--- src/rtl/mwm_pkg.sv ---
package mwm_pkg;

    // Serial front-end states
    typedef enum logic [2:0] {
        S_IDLE,
        S_OPC,
        S_ADR,
        S_RD,
        S_WDATA,
        S_SKIP
    } mw_state_e;

    // Two opcode bits following the start bit
    typedef enum logic [1:0] {
        OP_EXT   = 2'b00,
        OP_WRITE = 2'b01,
        OP_READ  = 2'b10,
        OP_ERASE = 2'b11
    } mw_op_e;

    // Top two bits of the field that follows opcode 00
    typedef enum logic [1:0] {
        X_WPROT = 2'b00,
        X_FILL  = 2'b01,
        X_RSV   = 2'b10,
        X_WOPEN = 2'b11
    } mw_ext_e;

    // Programming job waiting in the staging area
    typedef enum logic [1:0] {
        K_NONE,
        K_PAGE,
        K_ERASE,
        K_FILL
    } mw_job_e;

endpackage

--- src/rtl/mwm_sample_reg.sv ---
module mwm_sample_reg #(
    parameter int N = 3
) (
    input  logic         clk,
    input  logic         rst,
    input  logic [N-1:0] din,
    output logic [N-1:0] dly
);
    // One-cycle delayed copy of the pins, for edge detection in the top
    always_ff @(posedge clk) begin
        if (rst) dly <= '0;
        else     dly <= din;
    end
endmodule

--- src/rtl/mwm_prog_timer.sv ---
module mwm_prog_timer #(
    parameter int CYCLES = 2000
) (
    input  logic clk,
    input  logic rst,
    input  logic load,
    output logic busy,
    output logic done
);
    localparam int TW = $clog2(CYCLES + 1);

    logic [TW-1:0] cnt;

    always_ff @(posedge clk) begin
        if (rst)             cnt <= '0;
        else if (load)       cnt <= TW'(CYCLES);
        else if (cnt != '0)  cnt <= cnt - 1'b1;
    end

    assign busy = (cnt != '0);
    assign done = (cnt == TW'(1));
endmodule

--- src/rtl/mwm_store.sv ---
module mwm_store
    import mwm_pkg::*;
#(
    parameter int AW = 6,
    parameter int DW = 16,
    parameter int PB = 3
) (
    input  logic          clk,
    input  logic          rst,
    input  logic [AW-1:0] rd_addr,
    output logic [DW-1:0] rd_data,
    input  logic          stg_word,
    input  logic          stg_erase,
    input  logic          stg_fill,
    input  logic [AW-1:0] stg_addr,
    input  logic [DW-1:0] stg_data,
    input  logic          commit,
    output logic          pending
);
    localparam int WORDS = 1 << AW;
    localparam int PSZ   = 1 << PB;
    localparam int UB    = AW - PB;

    logic [DW-1:0] mem  [WORDS];
    logic [DW-1:0] pbuf [PSZ];
    logic [PSZ-1:0] pmask;
    logic [UB-1:0]  pg;
    logic [AW-1:0]  eaddr;
    mw_job_e        job;

    always_ff @(posedge clk) begin
        if (rst) begin
            for (int i = 0; i < WORDS; i++) mem[i] <= '1;
            for (int i = 0; i < PSZ; i++)   pbuf[i] <= '0;
            pmask <= '0;
            pg    <= '0;
            eaddr <= '0;
            job   <= K_NONE;
        end else if (commit) begin
            unique case (job)
                K_PAGE: begin
                    for (int i = 0; i < PSZ; i++)
                        if (pmask[i]) mem[{pg, PB'(i)}] <= pbuf[i];
                end
                K_ERASE: mem[eaddr] <= '1;
                K_FILL: begin
                    for (int i = 0; i < WORDS; i++) mem[i] <= pbuf[0];
                end
                default: ;
            endcase
            job   <= K_NONE;
            pmask <= '0;
        end else begin
            if (stg_word) begin
                pbuf[stg_addr[PB-1:0]]  <= stg_data;
                pmask[stg_addr[PB-1:0]] <= 1'b1;
                pg  <= stg_addr[AW-1:PB];
                job <= K_PAGE;
            end
            if (stg_erase) begin
                eaddr <= stg_addr;
                job   <= K_ERASE;
            end
            if (stg_fill) begin
                pbuf[0] <= stg_data;
                job     <= K_FILL;
            end
        end
    end

    assign rd_data = mem[rd_addr];
    assign pending = (job != K_NONE);
endmodule

--- src/rtl/serial_cfg_mem.sv ---
module serial_cfg_mem
    import mwm_pkg::*;
#(
    parameter int AW          = 6,
    parameter int DW          = 16,
    parameter int PB          = 3,
    parameter int PROG_CYCLES = 2000
) (
    input  logic clk,
    input  logic rst,
    input  logic sel,
    input  logic sclk,
    input  logic sdi,
    input  logic dl_en,
    output logic sdo,
    output logic sdo_en
);
    localparam int CW = $clog2((DW > AW) ? DW : AW);

    // Pin history and edges
    logic [2:0] pin_dly;
    logic sk_rise, cs_rise, cs_fall, dd_rise;

    mwm_sample_reg #(.N(3)) u_pins (
        .clk (clk),
        .rst (rst),
        .din ({dl_en, sel, sclk}),
        .dly (pin_dly)
    );

    assign sk_rise = sclk  & ~pin_dly[0];
    assign cs_rise = sel   & ~pin_dly[1];
    assign cs_fall = ~sel  &  pin_dly[1];
    assign dd_rise = dl_en & ~pin_dly[2];

    // Front-end state
    mw_state_e     state_q;
    logic [CW-1:0] cnt_q;
    logic [1:0]    opc_q;
    logic [AW-1:0] addr_q;
    logic [DW-1:0] sh_q;
    logic [DW-1:0] wbuf_q;
    logic          dout_q;
    logic          wen_q;
    logic          stat_q;
    logic          arm_q;
    logic          dl_act_q;
    logic          fill_q;

    // Datapath
    logic          busy, prog_done, pending, launch;
    logic [AW-1:0] addr_in, fetch_addr;
    logic [DW-1:0] word_in, rd_data;
    logic          dl_start, adr_done, word_done;
    logic          stg_word, stg_erase, stg_fill;

    assign addr_in = {addr_q[AW-2:0], sdi};
    assign word_in = {wbuf_q[DW-2:0], sdi};

    assign dl_start  = sel && cs_rise && arm_q && !dl_act_q && (state_q == S_IDLE) && !busy;
    assign adr_done  = sel && sk_rise && (state_q == S_ADR)   && (cnt_q == CW'(AW-1));
    assign word_done = sel && sk_rise && (state_q == S_WDATA) && (cnt_q == CW'(DW-1));

    assign stg_word  = word_done && !fill_q;
    assign stg_fill  = word_done &&  fill_q;
    assign stg_erase = adr_done && (mw_op_e'(opc_q) == OP_ERASE) && wen_q;

    assign launch = cs_fall && pending && !busy;

    always_comb begin
        unique case (state_q)
            S_RD:    fetch_addr = addr_q + 1'b1;
            S_ADR:   fetch_addr = addr_in;
            default: fetch_addr = '0;
        endcase
    end

    always_ff @(posedge clk) begin
        if (rst) begin
            state_q  <= S_IDLE;
            cnt_q    <= '0;
            opc_q    <= '0;
            addr_q   <= '0;
            sh_q     <= '0;
            wbuf_q   <= '0;
            dout_q   <= 1'b0;
            wen_q    <= 1'b0;
            stat_q   <= 1'b0;
            arm_q    <= 1'b0;
            dl_act_q <= 1'b0;
            fill_q   <= 1'b0;
        end else begin
            if (!dl_en)       arm_q <= 1'b0;
            else if (dd_rise) arm_q <= 1'b1;

            if (cs_fall) begin
                state_q <= S_IDLE;
                cnt_q   <= '0;
                fill_q  <= 1'b0;
                if (dl_act_q) begin
                    dl_act_q <= 1'b0;
                    arm_q    <= 1'b0;
                end
                if (launch) stat_q <= 1'b1;
            end else if (dl_start) begin
                dl_act_q <= 1'b1;
                state_q  <= S_RD;
                addr_q   <= '0;
                sh_q     <= rd_data;
                dout_q   <= 1'b0;
                cnt_q    <= '0;
            end else if (sel && sk_rise) begin
                unique case (state_q)
                    S_IDLE: begin
                        if (sdi && !busy) begin
                            state_q <= S_OPC;
                            cnt_q   <= '0;
                            stat_q  <= 1'b0;
                        end
                    end
                    S_OPC: begin
                        opc_q <= {opc_q[0], sdi};
                        cnt_q <= cnt_q + 1'b1;
                        if (cnt_q == CW'(1)) begin
                            state_q <= S_ADR;
                            cnt_q   <= '0;
                        end
                    end
                    S_ADR: begin
                        addr_q <= addr_in;
                        cnt_q  <= cnt_q + 1'b1;
                        if (cnt_q == CW'(AW-1)) begin
                            cnt_q <= '0;
                            unique case (mw_op_e'(opc_q))
                                OP_READ: begin
                                    state_q <= S_RD;
                                    sh_q    <= rd_data;
                                    dout_q  <= 1'b0;
                                end
                                OP_WRITE: state_q <= wen_q ? S_WDATA : S_SKIP;
                                OP_ERASE: state_q <= S_SKIP;
                                default: begin
                                    state_q <= S_SKIP;
                                    unique case (mw_ext_e'(addr_in[AW-1 -: 2]))
                                        X_WOPEN: wen_q <= 1'b1;
                                        X_WPROT: wen_q <= 1'b0;
                                        X_FILL: begin
                                            if (wen_q) begin
                                                state_q <= S_WDATA;
                                                fill_q  <= 1'b1;
                                            end
                                        end
                                        default: ;
                                    endcase
                                end
                            endcase
                        end
                    end
                    S_RD: begin
                        dout_q <= sh_q[DW-1];
                        sh_q   <= {sh_q[DW-2:0], 1'b0};
                        cnt_q  <= cnt_q + 1'b1;
                        if (cnt_q == CW'(DW-1)) begin
                            cnt_q  <= '0;
                            addr_q <= addr_q + 1'b1;
                            sh_q   <= rd_data;
                        end
                    end
                    S_WDATA: begin
                        wbuf_q <= word_in;
                        cnt_q  <= cnt_q + 1'b1;
                        if (cnt_q == CW'(DW-1)) begin
                            cnt_q <= '0;
                            if (fill_q) state_q <= S_SKIP;
                            else addr_q <= {addr_q[AW-1:PB], addr_q[PB-1:0] + 1'b1};
                        end
                    end
                    default: ;
                endcase
            end
        end
    end

    mwm_prog_timer #(.CYCLES(PROG_CYCLES)) u_timer (
        .clk  (clk),
        .rst  (rst),
        .load (launch),
        .busy (busy),
        .done (prog_done)
    );

    mwm_store #(.AW(AW), .DW(DW), .PB(PB)) u_store (
        .clk       (clk),
        .rst       (rst),
        .rd_addr   (fetch_addr),
        .rd_data   (rd_data),
        .stg_word  (stg_word),
        .stg_erase (stg_erase),
        .stg_fill  (stg_fill),
        .stg_addr  ((state_q == S_WDATA) ? addr_q : addr_in),
        .stg_data  (word_in),
        .commit    (prog_done),
        .pending   (pending)
    );

    assign sdo_en = sel && ((state_q == S_RD) || ((state_q == S_IDLE) && stat_q));
    assign sdo    = (state_q == S_RD) ? dout_q : !busy;
endmodule

--- config.mk ---
export PLATFORM = sky130hd
export DESIGN_NAME = serial_cfg_mem
export DESIGN_NICKNAME = d
export VERILOG_FILES = /design/src/rtl/mwm_pkg.sv /design/src/rtl/mwm_sample_reg.sv /design/src/rtl/mwm_prog_timer.sv /design/src/rtl/mwm_store.sv /design/src/rtl/serial_cfg_mem.sv
export SDC_FILE = /design/constraint.sdc
export NUM_CORES = 2
export LEC_CHECK = 0
export ABC_AREA = 1
export BUFFER_PORTS_ARGS = -buffer_cell sky130_fd_sc_hd__clkbuf_2
export CORE_ASPECT_RATIO = 2
export CORE_MARGIN = 2
export CORE_UTILIZATION = 33
export CTS_BUF_LIST = sky130_fd_sc_hd__clkbuf_8
export CTS_CLUSTER_SIZE = 14
export DETAILED_ROUTE_END_ITERATION = 10
export PLACE_DENSITY = 0.53
export SYNTH_ARGS = -nofsm -noshare
export SYNTH_HDL_FRONTEND = slang
export SYNTH_SLANG_ARGS = --single-unit
--- constraint.sdc ---
create_clock -name clk -period 2.77 [get_ports clk]
set_input_delay 0.4155 -clock clk [delete_from_list [all_inputs] [get_ports clk]]
set_output_delay 0.4155 -clock clk [all_outputs]
set_load 0.01 [all_outputs]
==> reports/qor.txt <==
TIMING
----------------------------------------------------------------------------------------
Post-route clock skew                                                           65.19 ps
Highest clock rate                                                            0.3652 GHz
Final Hold Violating Endpoints                                                         0
Setup repair after global routing missed its margin                                  yes
Slew Limit Headroom                                                               20.01%
Final worst path period need                                                     2738 ps
Fin crit share                                                                    98.86%
Worst slew pin tran                                                              1200 ps
Fin. max-slew vios                                                                     0
Aggregate negative setup slack                                                      0 ps
Finish-stage setup viols                                                               0

CRITICAL PATH
----------------------------------------------------------------------------------------
Most numerous cell on the critical path                                     sky130_fd_sc_hd__nand3_1
Slowest stage cell on the critical path                                     sky130_fd_sc_hd__dfxtp_1
Worst stage delay on the critical path                                            370 ps
Class of the most critical setup path                                       flop to flop
Startpoint Class                                                                    flop
Worst path top cell family by delay                                         buffers and inverters
Worst Path Max Fanout                                                                  9
Number of buffers and inverters on the critical path                                   6
Crit. End Element                                                                   flop
Required time of the worst setup path                                            3600 ps
CP Data Arrival Time                                                             3570 ps
Critical Path, Cell by Cell                                                 nor2_1 -> buf_4 -> nand3_4 -> nand2_4 -> buf_12 -> buf_4 -> buf_12 -> buf_4 -> o211ai_1 -> nand3_1 -> nand3_2 -> nand3_1 -> nand3_1 -> buf_6 -> nand3_1 -> nand2_1 -> a21oi_1

SYNTH
----------------------------------------------------------------------------------------
Number of enable-type register cells in the synthesized netlist                      128
Dominant synthesized flop cell                                              sky130_fd_sc_hd__dfxtp_1
Sequential element share of the synthesized area                                  43.21%
Synthesized netlist cell count                                                      8234
Total standard cell area after synthesis                                      60280 um^2
Post-synthesis average cell area                                              7.321 um^2
Post-Synthesis Net Count                                                            8249
Yosys cell types                                                                      42
Post-synthesis sequential element count                                             1237
Fraction of registers with async set/reset                                            0%
Number of warnings printed during yosys synthesis                                      0

CLOCKING
----------------------------------------------------------------------------------------
Number of buffers created by CTS                                                     195
CTS tree                                                                            done
Clock Root Buffer                                                           sky130_fd_sc_hd__clkbuf_8
# H-tree levels                                                                        4
Max Root-Sink Buffers                                                                  4
Clk pin slew, worst setup/hold paths                                               70 ps
Clock sinks                                                                         1237
Clock latency on the worst-skew pair                                              960 ps

POWER AND IR DROP
----------------------------------------------------------------------------------------
Part of the total power dissipated in combinational logic                          15.6%
P_int                                                                           30010 uW
Switching part of the total                                                       30.99%
Worst vdd ir                                                                    640.3 uV
Power density over the cells                                                588.3 nW/um^2
Clock share of power                                                               37.5%
Overall power of the completed layout                                           43480 uW
Part of the total power dissipated in sequential elements                          46.8%
Switch Pwr                                                                      13470 uW
Total leakage power                                                           0.03188 uW

DIE
----------------------------------------------------------------------------------------
Vertical extent of the die                                                      608.4 um
Initial standard-cell utilization of the core                                     33.23%
Placeable core area                                                          181400 um^2
# rows                                                                               221
Total die area                                                               186300 um^2
Horizontal die dimension                                                        306.2 um
I/O pin count                                                                          8

ROUTE
----------------------------------------------------------------------------------------
First DRT Iteration DRCs                                                            7576
Routed wire per std cell                                                        32.20 um
Vias post-DR                                                                       65420
Post-route ant nets                                                                    0
Count of unresolved DRC violations after routing                                       0
Wire length after detailed routing                                             356600 um
Number of search-and-repair iterations in the first detailed-routing pass              6
Vias per std cell                                                                  5.907

FLOW RUN
----------------------------------------------------------------------------------------
Number of maximum-capacitance constraint violations                                    0

GRT
----------------------------------------------------------------------------------------
Global-route total usage across every layer                                       36.74%
Vias in the first global route                                                     62300
Largest net degree at the start of global routing                                     65
Initial antenna violation count                                                        6
Total congestion overflow                                                              0
Global-route wire length before repair                                         485200 um

LAYOUT
----------------------------------------------------------------------------------------
Fraction of final layout cells sized beyond drive strength 1                      14.95%
Final standard cell utilization of the core                                       40.75%
Post-route standard cell area excluding fillers                               73910 um^2
Post-layout instance count excluding filler cells                                  11080
Area growth from synthesis to layout                                              22.61%
NumNets Final                                                                       8599

PLACEMENT
----------------------------------------------------------------------------------------
Placed cell count                                                                  10680
Post-detailed-placement half-perimeter wirelength                              260500 um
RD Place Congestion                                                                1.077
Quantity of I/O buffers inserted on ports                                              7
Post-Place Cell Area                                                          68850 um^2

HOLD PATH
----------------------------------------------------------------------------------------
Worst hold path type                                                        input port to flop

OUTCOME
----------------------------------------------------------------------------------------
Status                                                                      complete, no violations

cell usage after synthesis, types with 9 or more instances:
| cell | n | area (um^2) |
|---|---|---|
| sky130_fd_sc_hd__nor3_1 | 42 | 210.2 |
| sky130_fd_sc_hd__clkinv_1 | 24 | 90.09 |
| sky130_fd_sc_hd__nand3_1 | 1246 | 6236 |
| sky130_fd_sc_hd__dfxtp_1 | 1109 | 22200 |
| sky130_fd_sc_hd__o2111ai_1 | 32 | 280.3 |
| sky130_fd_sc_hd__nand2_2 | 11 | 68.82 |
| sky130_fd_sc_hd__nor2_1 | 320 | 1201 |
| sky130_fd_sc_hd__nand4_1 | 412 | 2577 |
| sky130_fd_sc_hd__o22ai_1 | 75 | 469.2 |
| sky130_fd_sc_hd__nand2_1 | 2090 | 7845 |
| sky130_fd_sc_hd__edfxtp_1 | 128 | 3844 |
| sky130_fd_sc_hd__inv_1 | 655 | 2459 |
| sky130_fd_sc_hd__o211ai_1 | 769 | 5773 |
| sky130_fd_sc_hd__buf_2 | 187 | 935.9 |
| sky130_fd_sc_hd__clkbuf_1 | 460 | 1727 |
| sky130_fd_sc_hd__ha_1 | 9 | 112.6 |
| sky130_fd_sc_hd__a21oi_1 | 102 | 510.5 |
| sky130_fd_sc_hd__clkbuf_2 | 15 | 75.07 |
| sky130_fd_sc_hd__nor2_2 | 23 | 143.9 |
| sky130_fd_sc_hd__nand3b_1 | 324 | 2432 |
| sky130_fd_sc_hd__o21ai_0 | 72 | 360.4 |
| sky130_fd_sc_hd__buf_1 | 65 | 244.0 |
flip-flops by register name, indices dropped and copies added, names as in the netlist, 2 cells and up:
name and count:
cnt_q 4, addr_q 6, state_q 3, u_store.job 2, u_timer.cnt 11, u_store.pmask 8
u_store.mem 1024, u_pins.dly 3, u_store.eaddr 6, u_store.pbuf 128, sh_q 16, wbuf_q 15
opc_q 2, u_store.pg 3
cell type report:
cell class | count | area, um^2
fillers | 18970 | 107500
multi-input cells | 5579 | 29150
flip-flops and latches | 1237 | 26050
repair buffers | 884 | 9359
clock buffers | 233 | 3207
well taps | 2341 | 2929
inverters | 687 | 2591
clock inverters | 110 | 611.8
diodes | 5 | 12.51
power groups by stage:
stage | clock, uW | combinational [uW] | sequential (uW)
4_1_cts | 16500 | 6440 | 20300
3_3_place_gp | 0 | 6190 | 20700
2_1_floorplan | 0 | 3590 | 20200
5_1_grt | 17100 | 7260 | 20400
6_report | 16300 | 6790 | 20400
3_5_place_dp | 0 | 6240 | 20700
routing by layer:
metal / GRT usage [%] / routed length [um] / vias to the layer above
li1: - / - / 28970
met2: 59.66 / 162800 / 3604
met1: 38.20 / 118100 / 31480
met3: 5.640 / 24870 / 1370
met4: 41.68 / 50870 / 0
met5: 0 / 0 / -
stage by stage:
step / hold slack, ps / setup WS (ps)
3_5_place_dp: 436.0 / -360.3
2_1_floorplan: 405.1 / 1.272
3_3_place_gp: 418.9 / -366.7
5_1_grt: 82.76 / -26.83
6_report: 124.3 / 31.51
4_1_cts: 60.02 / -72.06
tightest hold or removal path: stages:
cell,delay [ps]
sky130_fd_sc_hd__clkbuf_2,230
sky130_fd_sc_hd__buf_12,250
sky130_fd_sc_hd__nor2_1,110
repair_timing:
item | CTS | global route
hold buffers | 4 | 0
hold endpoints to repair | 5 | 0
endpoints found under the setup margin | 214 | 867
gates resized for setup | 43 | 103
pin swaps | 3 | 14
buffers inserted | 9 | 21
cloned | 2 | 11
logic make-up after synthesis:
logic type	count (synthesis)	share of synthesized area, %
and+or+nand+nor	4485	34.65
buffers and inverters	1418	9.286
DFF	1237	43.21
AOI/OAI and AO/OA	1080	12.60
adders and majority gates	9	0.1868
xor gates and xnor gates	5	0.07266
placed cells by master (no fill, tap or decap), types with 21 or more instances in the layout:
cell and count:
sky130_fd_sc_hd__nand2_1 2066, sky130_fd_sc_hd__nand3_1 1204, sky130_fd_sc_hd__dfxtp_1 1106, sky130_fd_sc_hd__o211ai_1 769, sky130_fd_sc_hd__inv_1 711, sky130_fd_sc_hd__buf_4 660
sky130_fd_sc_hd__nand4_1 412, sky130_fd_sc_hd__nand3b_1 324, sky130_fd_sc_hd__nor2_1 312, sky130_fd_sc_hd__clkbuf_8 233, sky130_fd_sc_hd__buf_12 173, sky130_fd_sc_hd__edfxtp_1 128
sky130_fd_sc_hd__a21oi_1 102, sky130_fd_sc_hd__o22ai_1 75, sky130_fd_sc_hd__o21ai_0 56, sky130_fd_sc_hd__nor3_1 38, sky130_fd_sc_hd__nand3_2 37, sky130_fd_sc_hd__clkinv_1 36
sky130_fd_sc_hd__nand2_2 32, sky130_fd_sc_hd__o2111ai_1 32, sky130_fd_sc_hd__nor2_2 23, sky130_fd_sc_hd__clkinv_2 21
worst paths after layout:
kind | slack (ps) | end | depth (start not counted) | start
max reg2reg | 30 | sh_q[5] | 17 | state_q[2]
min | 120 | u_pins.dly[1] | 3 | rst
min reg2reg | 450 | u_store.mem[52][11] | 2 | u_store.mem[52][11]
max | 30 | sh_q[5] | 17 | state_q[2]
(Power assumes the default switching activity.)
